[config.mk]
export PLATFORM = sky130hd
export DESIGN_NAME = vend_machine
export DESIGN_NICKNAME = d
export VERILOG_FILES = /design/src/rtl/vend_pkg.sv /design/src/rtl/vend_datapath.sv /design/src/rtl/vend_control.sv /design/src/rtl/vend_machine.sv
export SDC_FILE = /design/constraint.sdc
export NUM_CORES = 1
export LEC_CHECK = 0
export BUFFER_PORTS_ARGS = -buffer_cell sky130_fd_sc_hd__buf_2
export CORE_AREA = 2 2 39 41
export DETAILED_ROUTE_END_ITERATION = 12
export DIE_AREA = 0 0 41 43
export GPL_TIMING_DRIVEN = 0
export PLACE_DENSITY = 0.32
export SYNTH_ARGS = -nofsm -noshare
export SYNTH_HDL_FRONTEND = slang
export SYNTH_HIERARCHICAL = 1
export SYNTH_SLANG_ARGS = --single-unit
[constraint.sdc]
create_clock -name clk -period 1.8 [get_ports clk]
set_input_delay 0.09 -clock clk [delete_from_list [all_inputs] [get_ports clk]]
set_output_delay 0.09 -clock clk [all_outputs]
set_load 0.05 [all_outputs]
[src/rtl/vend_pkg.sv]
package vend_pkg;

  typedef enum logic [1:0] {
    COIN_NONE = 2'b00,
    COIN_HALF = 2'b01,
    COIN_ONE  = 2'b10,
    COIN_BAD  = 2'b11
  } coin_e;

  typedef enum logic {
    ST_COUNT    = 1'b0,
    ST_DISPENSE = 1'b1
  } vend_state_e;

  typedef struct packed {
    logic loadCredit;
    logic clearCredit;
  } vend_strobe_t;

  // Value of a coin code in half-unit steps; the unused code is worth nothing.
  function automatic logic [1:0] coinHalves(input logic [1:0] code);
    case (code)
      COIN_HALF: coinHalves = 2'd1;
      COIN_ONE:  coinHalves = 2'd2;
      default:   coinHalves = 2'd0;
    endcase
  endfunction

endpackage

[src/rtl/vend_datapath.sv]
module vend_datapath
  import vend_pkg::*;
#(
  parameter int unsigned ThreshHalves = 3,
  localparam int unsigned CreditW = $clog2(ThreshHalves + 1),
  localparam int unsigned SumW = CreditW + 1
) (
  input  logic               clk,
  input  logic               rst,
  input  logic [1:0]         coinCode,
  input  vend_strobe_t       strobes,
  input  logic               baseZero,
  output logic [CreditW-1:0] credit,
  output logic               reached,
  output logic               coinValid
);

  logic [CreditW-1:0] creditQ;
  logic [SumW-1:0]    sumHalves;
  logic [1:0]         halves;

  always_comb begin
    halves    = coinHalves(coinCode);
    coinValid = (halves != 2'd0);
    sumHalves = (baseZero ? SumW'(0) : SumW'(creditQ)) + SumW'(halves);
    reached   = (sumHalves >= SumW'(ThreshHalves));
  end

  always_ff @(posedge clk) begin
    if (rst) begin
      creditQ <= '0;
    end else if (strobes.clearCredit) begin
      creditQ <= '0;
    end else if (strobes.loadCredit) begin
      creditQ <= sumHalves[CreditW-1:0];
    end
  end

  assign credit = creditQ;


  credit_hold_chk: assert property (@(posedge clk) disable iff (rst)
    (!coinValid && !baseZero) |=> (creditQ == $past(creditQ)));


  credit_below_thresh_chk: assert property (@(posedge clk) disable iff (rst)
    (creditQ < CreditW'(ThreshHalves)));


  credit_reset_chk: assert property (@(posedge clk) disable iff (rst)
    $fell(rst) |-> (creditQ == '0));

endmodule

[src/rtl/vend_control.sv]
module vend_control
  import vend_pkg::*;
#(
  parameter int unsigned ThreshHalves = 3
) (
  input  logic         clk,
  input  logic         rst,
  input  logic         reached,
  input  logic         coinValid,
  output vend_strobe_t strobes,
  output logic         baseZero,
  output logic         dispense
);

  vend_state_e state, stateNext;

  assign baseZero = (state == ST_DISPENSE);

  always_comb begin
    strobes   = '0;
    stateNext = state;
    unique case (state)
      ST_COUNT: begin
        if (reached) begin
          strobes.clearCredit = 1'b1;
          stateNext           = ST_DISPENSE;
        end else begin
          strobes.loadCredit = coinValid;
        end
      end
      ST_DISPENSE: begin
        if (reached) begin
          strobes.clearCredit = 1'b1;
        end else begin
          strobes.loadCredit = 1'b1;
          stateNext          = ST_COUNT;
        end
      end
      default: stateNext = ST_COUNT;
    endcase
  end

  always_ff @(posedge clk) begin
    if (rst) state <= ST_COUNT;
    else     state <= stateNext;
  end

  assign dispense = (state == ST_DISPENSE);


  reach_dispense_chk: assert property (@(posedge clk) disable iff (rst)
    reached |=> dispense);

  generate
    if (ThreshHalves > 2) begin : g_single_pulse

      single_pulse_chk: assert property (@(posedge clk) disable iff (rst)
        dispense |=> !dispense);
    end
  endgenerate


  idle_no_dispense_chk: assert property (@(posedge clk) disable iff (rst)
    (!dispense && !coinValid) |=> !dispense);

endmodule

[src/rtl/vend_machine.sv]
module vend_machine
  import vend_pkg::*;
#(
  parameter int unsigned ThreshHalves = 3,
  localparam int unsigned CreditW = $clog2(ThreshHalves + 1)
) (
  input  logic       clk,
  input  logic       rst,
  input  logic [1:0] coinCode,
  output logic       dispense
);

  vend_strobe_t       strobes;
  logic               baseZero;
  logic               reached;
  logic               coinValid;
  logic [CreditW-1:0] credit;

  vend_datapath #(.ThreshHalves(ThreshHalves)) u_datapath (
    .clk       (clk),
    .rst       (rst),
    .coinCode  (coinCode),
    .strobes   (strobes),
    .baseZero  (baseZero),
    .credit    (credit),
    .reached   (reached),
    .coinValid (coinValid)
  );

  vend_control #(.ThreshHalves(ThreshHalves)) u_control (
    .clk       (clk),
    .rst       (rst),
    .reached   (reached),
    .coinValid (coinValid),
    .strobes   (strobes),
    .baseZero  (baseZero),
    .dispense  (dispense)
  );


  restart_from_zero_chk: assert property (@(posedge clk) disable iff (rst)
    (dispense && (coinHalves(coinCode) < 2'(ThreshHalves)))
      |=> (credit == CreditW'($past(coinHalves(coinCode)))));


  accumulate_chk: assert property (@(posedge clk) disable iff (rst)
    (!dispense && ((int'(credit) + int'(coinHalves(coinCode))) < int'(ThreshHalves)))
      |=> (int'(credit) == int'($past(credit)) + int'($past(coinHalves(coinCode)))));

endmodule

* Word level (Yosys, flattened, before mapping) *
Index checks and enable logic that the tools add are counted.

word-level totals
  bits in registers = 3
  input port bits = 4
  word-level logic and storage cells = 15

operators by class
  add/sub/neg operators = 1
  order comparisons = 1
  eq/ne operators = 2
  multiplexer cells = 6
  bitwise logic cells = 1
  reductions and logical operators = 2

operators by type and width
  kind                  count
  $pmux W2 S2           2
  $add A3 B2 Y3         1
  $ge A3 B2 Y1 const B  1
  $mux W1               3
  $eq A2 B1 Y1 const B  1
  $eq A2 B2 Y1 const B  1
  $mux W2               1
  $reduce_bool A2 Y1    1
  $reduce_or A2 Y1      1
  $not A1 Y1            1

* Longest topological paths before layout *
Gate-level depths: netlist of the first run.

  depth in word-level cells = 7
  mapped depth = 8

* Modules after synthesis *
Netlist of the first run, hierarchy kept.

by module, submodules not included
  module         times used  cells an instance  area each (sq um)  seq. area each (sq um)
  vend_datapath  1           16                 158.9              40.0
  vend_control   1           5                  51.3               20.0

* Least setup slack after synthesis of the first run *
OpenSTA, ideal clock, no wires.

  path kind = reg-to-reg
  from = register u_datapath.creditQ[0], in the netlist u_datapath/credit[0]
  to = register u_datapath.creditQ[0], in the netlist u_datapath/credit[0]
  arrival = 1678 ps
  data required time = 1684 ps
  path slack = 6 ps
  stages on the path, launching flop included = 8
  path buffers = 0
  path through = dfxtp_1 -> nor2b_1 -> ha_1 -> fa_1 -> a21o_1 -> o21ba_1 -> mux2i_1 -> nor3_1

RTL lines
  what                    RTL line             RTL
  start, declared         vend_datapath.sv:18  logic [CreditW-1:0] creditQ;
  start signal, assigned  vend_datapath.sv:35  creditQ <= sumHalves[CreditW-1:0];

==> results of run 1 <==
==> logic make-up (layout without fill, tap and decap cells) <==
kind of cell | count (synthesis) | count (layout)
buffers and inverters | 5 | 15
multiplexers | 2 | 2
adder cells (fa/ha/maj) | 4 | 4
AO/OA/AOI/OAI | 2 | 2
AND/OR/NAND/NOR | 5 | 5
flip-flops | 3 | 3
==> what timing repair did <==
action / in CTS / in global routing
cloned: 0 / 0
setup buffers: 2 / 0
setup endpoints to repair: 2 / 2
resized for setup: 4 / 5
pin swaps: 2 / 2
hold endpoints to repair: 0 / 0
==> cells in the final DEF (no fill, tap or decap) <==
master,count
dfxtp_4,1
a21o_1,1
inv_1,3
buf_4,4
nor2b_4,1
ha_4,1
clkbuf_1,1
nor2b_1,2
dfxtp_1,1
mux2i_1,2
o21ba_4,1
dfxtp_2,1
ha_1,2
fa_1,1
clkbuf_4,3
nor3_1,2
buf_2,4
==> state kept, by name (all words and copies together), names as in the netlist <==
register,count
u_control/baseZero,1
u_datapath/credit,2
==> per-stage QoR <==
stage | utilization, % | cell area (sq um) | power [uW]
after detailed placement | 18.08 | 250.2 | 142.8
after global routing | 23.33 | 322.8 | 306.8
after global placement | 18.08 | 250.2 | 143.7
final | 23.33 | 322.8 | 280.8
after floorplan | - | 210.2 | 129.2
after CTS | 21.79 | 301.5 | 282.2
==> layout make-up <==
class                      instances  area [sq um]
multi-input combinational         13         150.1
sequential                         3         65.06
timing repair buffer               6         35.03
clock buffer                       4         26.28
tap                               16         20.02
inverter                           3         11.26
fill                             156          1061
buffer                             2         15.01
==> metal layers <==
layer  global-route usage (%)  share of wire [%]  vias up  wire [um]
li1                         -                  -       86          -
met1                    5.128                 39       71        130
met2                    7.500                 56        2        188
met3                    3.141                3.9        0         13
met4                    6.000                  0        0          0
met5                        0                  0        -          0
==> worst paths after layout <==
kind | startpoint | to | slack (ps) | depth (start not counted)
max | u_datapath/credit[0]$_SDFFE_PP0P_ | u_datapath/credit[0]$_SDFFE_PP0P_ | 5 | 7
min | rst | u_control/baseZero$_SDFF_PP0_ | 40 | 2
max reg2reg | u_datapath/credit[0]$_SDFFE_PP0P_ | u_datapath/credit[0]$_SDFFE_PP0P_ | 5 | 7
min reg2reg | u_datapath/credit[1]$_SDFFE_PP0P_ | u_datapath/credit[1]$_SDFFE_PP0P_ | 530 | 2
==> power breakdown <==
part / internal (uW) / leakage, uW / switching, uW
clock: 82.9 / 0.0000150 / 32.6
sequential: 74.4 / 0.0000256 / 5.18
combinational: 51.1 / 0.000129 / 34.5
total: 208 / 0.000169 / 72.3
==> flow_metrics.py, run 1 <==
metrics = {
    "critical_path": {
        "cp.arrival_ps": 1910,
        "critPathMaxStageDelay_ps": 460,
        "critical-path-top-delay-family": "adder cells",
        "path_cells": "nor2b_4 > ha_4 > fa_1 > a21o_1 > o21ba_4 > mux2i_1 > nor3_1",
        "critPathSlowestCell": "fa_1",
        "crit_path_end_kind": "flop",
        "worstSetupPathType": "reg -> reg",
        "crit_buf_inv": 0,
        "cp.required_ps": 1920,
        "cp-start-kind": "flop",
        "cp_max_fo": 2,
    },
    "clock_network": {
        "cts_max_path_buffers": 2,
        "clk-insertion-delay-late_ps": 230,
        "root_buffer": "clkbuf_4",
        "cts_htree_levels": 1,
        "cts_sinks": 3,
        "cts_made_buffers": 3,
        "path_clk_slew_ps": 30,
        "postCtsHoldBufs": 0,
        "cts_tree": "done",
    },
    "sta": {
        "rsz0062_at_grt": "true",
        "period_share_pct": 99.72,
        "min_period_ps": 1795,
        "setup_ws_ps": 5.045,
        "clock.fmax_mhz": 557.1,
        "whs_ps": 39.01,
        "final.setup.tns_ps": 0,
        "slew-limit-headroom_pct": 83.58,
        "final_hold_viol_count": 0,
        "fin_skew_ps": 0.2296,
        "worstMarginPinSlew_ps": 248.0,
        "final_max_slew_viol_count": 0,
        "setup_violations": 0,
    },
    "yosys": {
        "synth.net_count": 29,
        "synth_simple_gate_area_share_pct": 13.69,
        "synth_edf_count": 0,
        "synth_compound_area_share_pct": 8.333,
        "synth.cell_area_sq_um": 210.2,
        "synth_common_cells": "dfxtp_1 (3), ha_1 (3), inv_1 (3), nor2b_1 (3)",
        "async_flop_share_pct": 0,
        "postSynthCellCount": 21,
        "ys.flop_type": "dfxtp_1",
        "synthMuxAreaShare_pct": 9.524,
        "yosysSeqAreaShare_pct": 28.57,
        "synth-xor-area-share_pct": 0,
        "synth_top_area_share_pct": 28.57,
        "netlist.top_cell.by_area": "dfxtp_1",
        "synth_area_leaders": "dfxtp_1 (29%), ha_1 (18%), fa_1 (9.5%)",
        "synth_top_family_by_area": "adder cells",
        "yosys.area_share.adder_pct": 27.38,
        "synth_seq_cells": 3,
        "synth.avg_cell_area_sq_um": 10.01,
        "ys_warn_count": 6,
        "ys_types": 10,
    },
    "global_routing": {
        "grt_max_degree": 5,
        "grt_antenna_before_repair": 0,
        "grt_pass1_vias": 177,
        "overflow": 0,
        "grt_usage_pct": 5.517,
        "grt_first_pass_wirelength_um": 593,
    },
    "cells_and_area": {
        "nets": 40,
        "fin_cells": 47,
        "diodes": 0,
        "areaGrowthSynthToFinish_pct": 53.57,
        "final_layout_size_suffix_gt1_share_pct": 51.61,
    },
    "min_path": {
        "hp-class": "in -> reg",
    },
    "place": {
        "gp_congestion": 0.6840,
        "io_buffers": 4,
        "place_ws_ps": -107.3,
        "dpl.cell_count": 41,
    },
    "flow_run": {
        "cap_violations": 0,
    },
    "floorplanning": {
        "num_io_pins": 5,
        "die-area_sq_mm": 0.001763,
        "die_w_um": 41,
        "die_h_um": 43,
        "rows": 14,
        "start_util_pct": 15.19,
        "core_area_sq_mm": 0.001384,
    },
    "drt": {
        "wl_per_cell_um": 7.085,
        "post-route-drc-count": 0,
        "ant_nets": 0,
        "vias": 159,
        "drt-vias-per-instance": 3.383,
        "drt_iter0_markers": 0,
        "drtPass1Iterations": 1,
        "routed_wl_um": 333,
    },
    "power_and_ir_drop": {
        "ir_drop_uv": 252.2,
        "leakage_uw": 0.0001694,
        "power_density_mw_per_mm2": 869.9,
    },
    "outcome": {
        "status": "finished, final reports clean",
    },
}
Power figures use the tool's default switching activity.
==> inputs of run 2 (changes only) <==
BUFFER_PORTS_ARGS = -buffer_cell sky130_fd_sc_hd__buf_4   (was -buffer_cell sky130_fd_sc_hd__buf_2)
==> run 2 against run 1 <==
  * The flow now finishes with violations (negative setup slack)
  * Total power is 2.4% higher
  * Sequential power hardly changed
  * Non-clock buffer count is 1 higher
  * Utilization is 1.3 points higher
  * Register-to-register slack hardly changed
  * Via count is 6.9% higher
  * Clock power hardly changed
  * Setup slack worse by 11 ps
  * Worst hold slack worse by 12 ps
  * Critical endpoint is now u_datapath/credit[1]$_SDFFE_PP0P_
  * Largest cell class unchanged
==> flow_metrics.py, run 2 (synthesis results as in run 1) <==
metrics = {
    "outcome": {
        "status": "finished with violations",
        "violations": "negative setup slack",
    },
    "sta": {
        "final_max_slew_viol_count": 0,
        "setup_ws_ps": -5.992,
        "period_share_pct": 100.3,
        "rsz0062_at_grt": "true",
        "fin_skew_ps": 0.2050,
        "clock.fmax_mhz": 553.7,
        "setup_violations": 2,
        "final.setup.tns_ps": -8.500,
        "final_hold_viol_count": 0,
        "min_period_ps": 1806,
        "worstMarginPinSlew_ps": 126.1,
        "whs_ps": 27.41,
        "slew-limit-headroom_pct": 91.35,
    },
    "floorplanning": {
        "core_area_sq_mm": 0.001384,
        "num_io_pins": 5,
        "die_h_um": 43,
        "die-area_sq_mm": 0.001763,
        "rows": 14,
        "start_util_pct": 15.19,
        "die_w_um": 41,
    },
    "min_path": {
        "hp-class": "in -> reg",
        "min_from": "rst",
    },
    "clock_network": {
        "root_buffer": "clkbuf_4",
        "path_clk_slew_ps": 30,
        "cts_made_buffers": 3,
        "cts_tree": "done",
        "cts_max_path_buffers": 2,
        "cts_sinks": 3,
        "cts_htree_levels": 1,
        "clk-insertion-delay-late_ps": 230,
    },
    "cells_and_area": {
        "final_layout_size_suffix_gt1_share_pct": 53.13,
        "diodes": 0,
        "nFillCells": 162,
        "fin_cells": 48,
        "nets": 41,
        "multi_input_area_sq_um": 150.1,
        "areaGrowthSynthToFinish_pct": 61.90,
        "largest_reg_flops": 2,
        "layout_commonest_cell": "buf_4",
        "regArea_sq_um": 65.06,
        "mostFrequentLayoutCells": "buf_4 (9), clkbuf_4 (3), inv_1 (3)",
    },
    "drt": {
        "post-route-drc-count": 0,
        "drt-vias-per-instance": 3.542,
        "drtPass1Iterations": 1,
        "vias": 170,
        "drt_iter0_markers": 0,
        "routed_wl_um": 376,
        "ant_nets": 0,
        "wl_per_cell_um": 7.833,
    },
    "power_and_ir_drop": {
        "intPower_uw": 213.4,
        "p_clk_share_pct": 40.1,
        "swShare_pct": 25.78,
        "leakage_uw": 0.0001774,
        "p_seq_share_pct": 27.6,
        "ir_drop_uv": 294.9,
        "power_density_mw_per_mm2": 845.0,
        "power_frac_comb_pct": 32.2,
        "p_sw_uw": 74.15,
    },
    "critical_path": {
        "worstSetupPathType": "reg -> reg",
        "cp.arrival_ps": 1920,
        "critical-path-top-delay-family": "adder cells",
        "crit_path_end_kind": "flop",
        "critPathSlowestCell": "fa_1",
        "crit_buf_inv": 0,
        "critPathMaxStageDelay_ps": 460,
        "path_cells": "nor2b_4 > ha_4 > fa_1 > a21o_1 > o21ba_4 > mux2i_1 > nor3_1",
        "cp.required_ps": 1920,
        "r2r_start": "u_datapath/credit[0]$_SDFFE_PP0P_",
        "critPathLaunch": "u_datapath/credit[0]$_SDFFE_PP0P_",
        "cp_max_fo": 2,
        "cp-start-kind": "flop",
    },
    "global_routing": {
        "grt_max_degree": 5,
        "grt_antenna_before_repair": 0,
        "overflow": 0,
        "grt_pass1_vias": 180,
        "grt_usage_pct": 6.219,
        "grt_first_pass_wirelength_um": 634,
    },
    "place": {
        "place_ws_ps": -120.8,
        "dp_hpwl_um": 273.5,
        "gp_congestion": 0.6997,
        "io_buffers": 4,
        "dpl.cell_count": 41,
    },
    "flow_run": {
        "cap_violations": 0,
    },
}
## run 2: metal layers
metal | part of all wire (%) | global-route usage (%) | up-vias | wire length (um)
li1 | - | - | 87 | -
met2 | 61 | 9.375 | 2 | 231
met4 | 0 | 10.00 | 0 | 0
met1 | 35 | 4.487 | 81 | 132
met5 | 0 | 0 | - | 0
met3 | 2.9 | 1.571 | 0 | 11
## run 2: path summary, 6_finish.rpt
| check | to | slack (ps) | cells after the start |
|---|---|---|---|
| worst max-delay path | u_datapath/credit[1]$_SDFFE_PP0P_ | -6 | 7 |
| worst min-delay path | u_control/baseZero$_SDFF_PP0_ | 30 | 2 |
| worst max register to register | u_datapath/credit[1]$_SDFFE_PP0P_ | -6 | 7 |
| worst min register to register | u_datapath/credit[0]$_SDFFE_PP0P_ | 520 | 2 |
## run 2: final cells by class
class	count	area share [%]
multi-input combinational	13	44.12
sequential	3	19.12
timing repair buffer	7	15.44
clock buffer	4	7.721
tap	16	5.882
buffer	2	4.412
inverter	3	3.309
## run 2: worst register-to-register path, cell delays in order (launching register included)
cell	delay, ps
dfxtp_2	310
nor2b_4	120
ha_4	140
fa_1	460
a21o_1	190
o21ba_4	230
mux2i_1	180
nor3_1	60
## run 2: per-stage QoR
stage	utilization [%]	instance area [sq um]	power [uW]
after global placement	18.81	260.3	146.7
after floorplan	-	210.2	129.2
after CTS	24.05	332.8	293.7
after detailed placement	18.81	260.3	146.1
after global routing	24.59	340.3	307.1
final	24.59	340.3	287.6
## run 2: repair_timing
item / CTS / global route
hold buffers: 0 / 0
hold endpoints to repair: 0 / 0
pin swaps: 3 / 3
resized for setup: 8 / 0
gates cloned: 0 / 0
setup endpoints to repair: 2 / 2
setup buffers: 2 / 1
## run 2: power by group through the flow
stage	Sequential (uW)	Clock (uW)	Combinational (uW)
global placement	79.1	0	67.5
global route	80.6	125	101
detailed placement	79.0	0	67.1
finish	79.5	115	92.7
CTS	79.9	124	90.1
floorplan	77.8	0	51.4
==> inputs of run 3 (changes only) <==
PLACE_DENSITY = 0.3   (was 0.32)
SYNTH_HIERARCHICAL = not set   (was 1)
==> run 3 against run 2 <==
  * The flow now finishes without violations
  * First-iteration DRC count unchanged
  * Global-route usage down 0.89 points
  * Non-clock buffer count down 5
  * Clock power about the same
  * Maximum frequency up 11%
  * Final cell count down 10%
  * Die area unchanged
  * Critical path type unchanged
  * Highest routed layer unchanged
==> flow_metrics.py, run 3 <==
metrics = {
    "outcome": {
        "status": "finished, final reports clean",
    },
    "sta": {
        "setup_ws_ps": 169.5,
        "slew-limit-headroom_pct": 87.07,
        "setup_violations": 0,
        "min_period_ps": 1630,
        "period_share_pct": 90.58,
        "clock.fmax_mhz": 613.3,
        "worstMarginPinSlew_ps": 193.9,
        "fin_skew_ps": 0.5279,
        "final_max_slew_viol_count": 0,
        "rsz0062_at_grt": "false",
        "final.setup.tns_ps": 0,
        "final_hold_viol_count": 0,
    },
    "yosys": {
        "netlist.top_cell.by_area": "dfxtp_1",
        "synth_top_family_by_area": "adder cells",
        "synth.avg_cell_area_sq_um": 10.34,
        "ys_warn_count": 0,
        "synth.net_count": 27,
        "synth_top_area_share_pct": 30.57,
        "synthMuxAreaShare_pct": 10.19,
        "synth_compound_area_share_pct": 2.548,
        "synth_edf_count": 0,
        "ys.flop_type": "dfxtp_1",
        "async_flop_share_pct": 0,
        "synth.cell_area_sq_um": 196.4,
        "yosysSeqAreaShare_pct": 30.57,
        "synth_common_cells": "dfxtp_1 (3), ha_1 (3), nor2_1 (3)",
        "synth_simple_gate_area_share_pct": 23.57,
        "synth_seq_cells": 3,
        "yosys.area_share.adder_pct": 29.30,
        "postSynthCellCount": 19,
        "ys_types": 10,
        "synth_area_leaders": "dfxtp_1 (31%), ha_1 (19%), fa_1 (10%)",
        "synth-xor-area-share_pct": 0,
    },
    "global_routing": {
        "overflow": 0,
        "grt_antenna_before_repair": 0,
        "grt_usage_pct": 5.332,
        "grt_max_degree": 5,
        "grt_pass1_vias": 156,
        "grt_first_pass_wirelength_um": 579,
    },
    "floorplanning": {
        "start_util_pct": 14.20,
        "num_io_pins": 5,
        "die_h_um": 43,
        "die-area_sq_mm": 0.001763,
        "die_w_um": 41,
        "rows": 14,
        "core_area_sq_mm": 0.001384,
    },
    "place": {
        "gp_congestion": 0.7039,
        "io_buffers": 4,
        "dpl_cell_area_sq_um": 247.7,
        "dpl.cell_count": 39,
        "place_ws_ps": 174.1,
        "dp_hpwl_um": 266.4,
    },
    "min_path": {
        "hp-class": "in -> reg",
    },
    "drt": {
        "drt_iter0_markers": 0,
        "routed_wl_um": 293,
        "wl_per_cell_um": 6.814,
        "vias": 138,
        "drt-vias-per-instance": 3.209,
        "post-route-drc-count": 0,
        "drtPass1Iterations": 1,
        "ant_nets": 0,
    },
    "cells_and_area": {
        "layout_commonest_cell": "buf_4",
        "nFillCells": 150,
        "nets": 36,
        "final_layout_size_suffix_gt1_share_pct": 33.33,
        "largest_reg_flops": 2,
        "areaGrowthSynthToFinish_pct": 39.49,
        "diodes": 0,
        "fin_cells": 43,
        "multi_input_area_sq_um": 128.9,
        "mostFrequentLayoutCells": "buf_4 (4), nor2_1 (3), ha_1 (3), clkbuf_4 (3)",
        "final_area_sq_um": 274.0,
        "regArea_sq_um": 61.31,
    },
    "flow_run": {
        "cap_violations": 0,
    },
    "clock_network": {
        "cts_made_buffers": 3,
        "post_cts_buffers": 0,
        "root_buffer": "clkbuf_4",
        "clk-insertion-delay-late_ps": 230,
        "cts_htree_levels": 1,
        "ctsResizeCount": 0,
        "postCtsHoldBufs": 0,
        "path_clk_slew_ps": 40,
        "cts_tree": "done",
        "cts_max_path_buffers": 2,
        "cts_sinks": 3,
    },
    "power_and_ir_drop": {
        "power_uw": 246.8,
        "ir_drop_uv": 298.0,
        "power_density_mw_per_mm2": 900.6,
        "leakage_uw": 0.0001453,
    },
    "critical_path": {
        "cp.arrival_ps": 1800,
        "crit_path_end_kind": "flop",
        "cp.required_ps": 1970,
        "cp_max_fo": 4,
        "worstSetupPathType": "reg -> reg",
        "cp-start-kind": "flop",
    },
}
==> run 3: cell types whose count changed after synthesis, sizes merged <==
| cell | before | now |
|---|---|---|
| a21o | 1 | 0 |
| a21oi | 0 | 1 |
| and2b | 0 | 2 |
| buf | 2 | 0 |
| inv | 3 | 2 |
| nand2b | 0 | 2 |
| nor2 | 0 | 3 |
| nor2b | 3 | 0 |
| nor3 | 2 | 0 |
| o21ba | 1 | 0 |
==> run 3: cells by family (layout without fill, tap and decap cells) <==
family	after synthesis	after routing
multiplexers	2	2
adder cells (fa/ha/maj)	4	4
AO/OA/AOI/OAI	1	1
flip-flops	3	3
AND/OR/NAND/NOR	7	7
buffers and inverters	2	10
==> run 3: final cells by class <==
class	instances	area share, %
Sequential cell	3	22.37
Inverter	2	2.740
Timing Repair Buffer	4	10.96
Tap cell	16	7.306
Multi-Input combinational cell	14	47.03
Clock buffer	4	9.589
==> run 3: worst paths after layout <==
path,startpoint,cells after the start,slack (ps),to
worst min register to register,u_datapath.credit[0]$_SDFFE_PP0P_,2,480,u_datapath.credit[0]$_SDFFE_PP0P_
worst max-delay path,u_control.baseZero$_SDFF_PP0_,6,170,u_datapath.credit[0]$_SDFFE_PP0P_
worst max register to register,u_control.baseZero$_SDFF_PP0_,6,170,u_datapath.credit[0]$_SDFFE_PP0P_
worst min-delay path,rst,2,10,u_control.baseZero$_SDFF_PP0_
==> run 3: critical path, stage by stage, from the launching register on <==
cell,delay (ps)
dfxtp_2,330
and2b_1,180
ha_1,180
fa_1,460
a21oi_1,210
nand2b_1,110
nor2_1,100
==> run 3: metal layers <==
metal | routed length [um] | track usage [%] | vias up
li1 | - | - | 76
met1 | 110 | 6.472 | 60
met2 | 171 | 6.563 | 2
met3 | 12 | 1.571 | 0
met4 | 0 | 6.000 | 0
met5 | 0 | 0 | -
==> run 3: power by group <==
part	switching, uW	leakage (uW)	internal (uW)
sequential	3.54	0.0000249	73.7
clock	32.4	0.0000150	82.9
combinational	26.8	0.000105	27.4
total	62.7	0.000145	184
==> run 3: per-stage QoR <==
stage,hold WS [ps],utilization [%]
2_1_floorplan,155.0,-
3_3_place_gp,248.5,17.90
3_5_place_dp,250.4,17.90
4_1_cts,3.339,19.80
5_1_grt,24.88,19.80
6_report,13.18,19.80
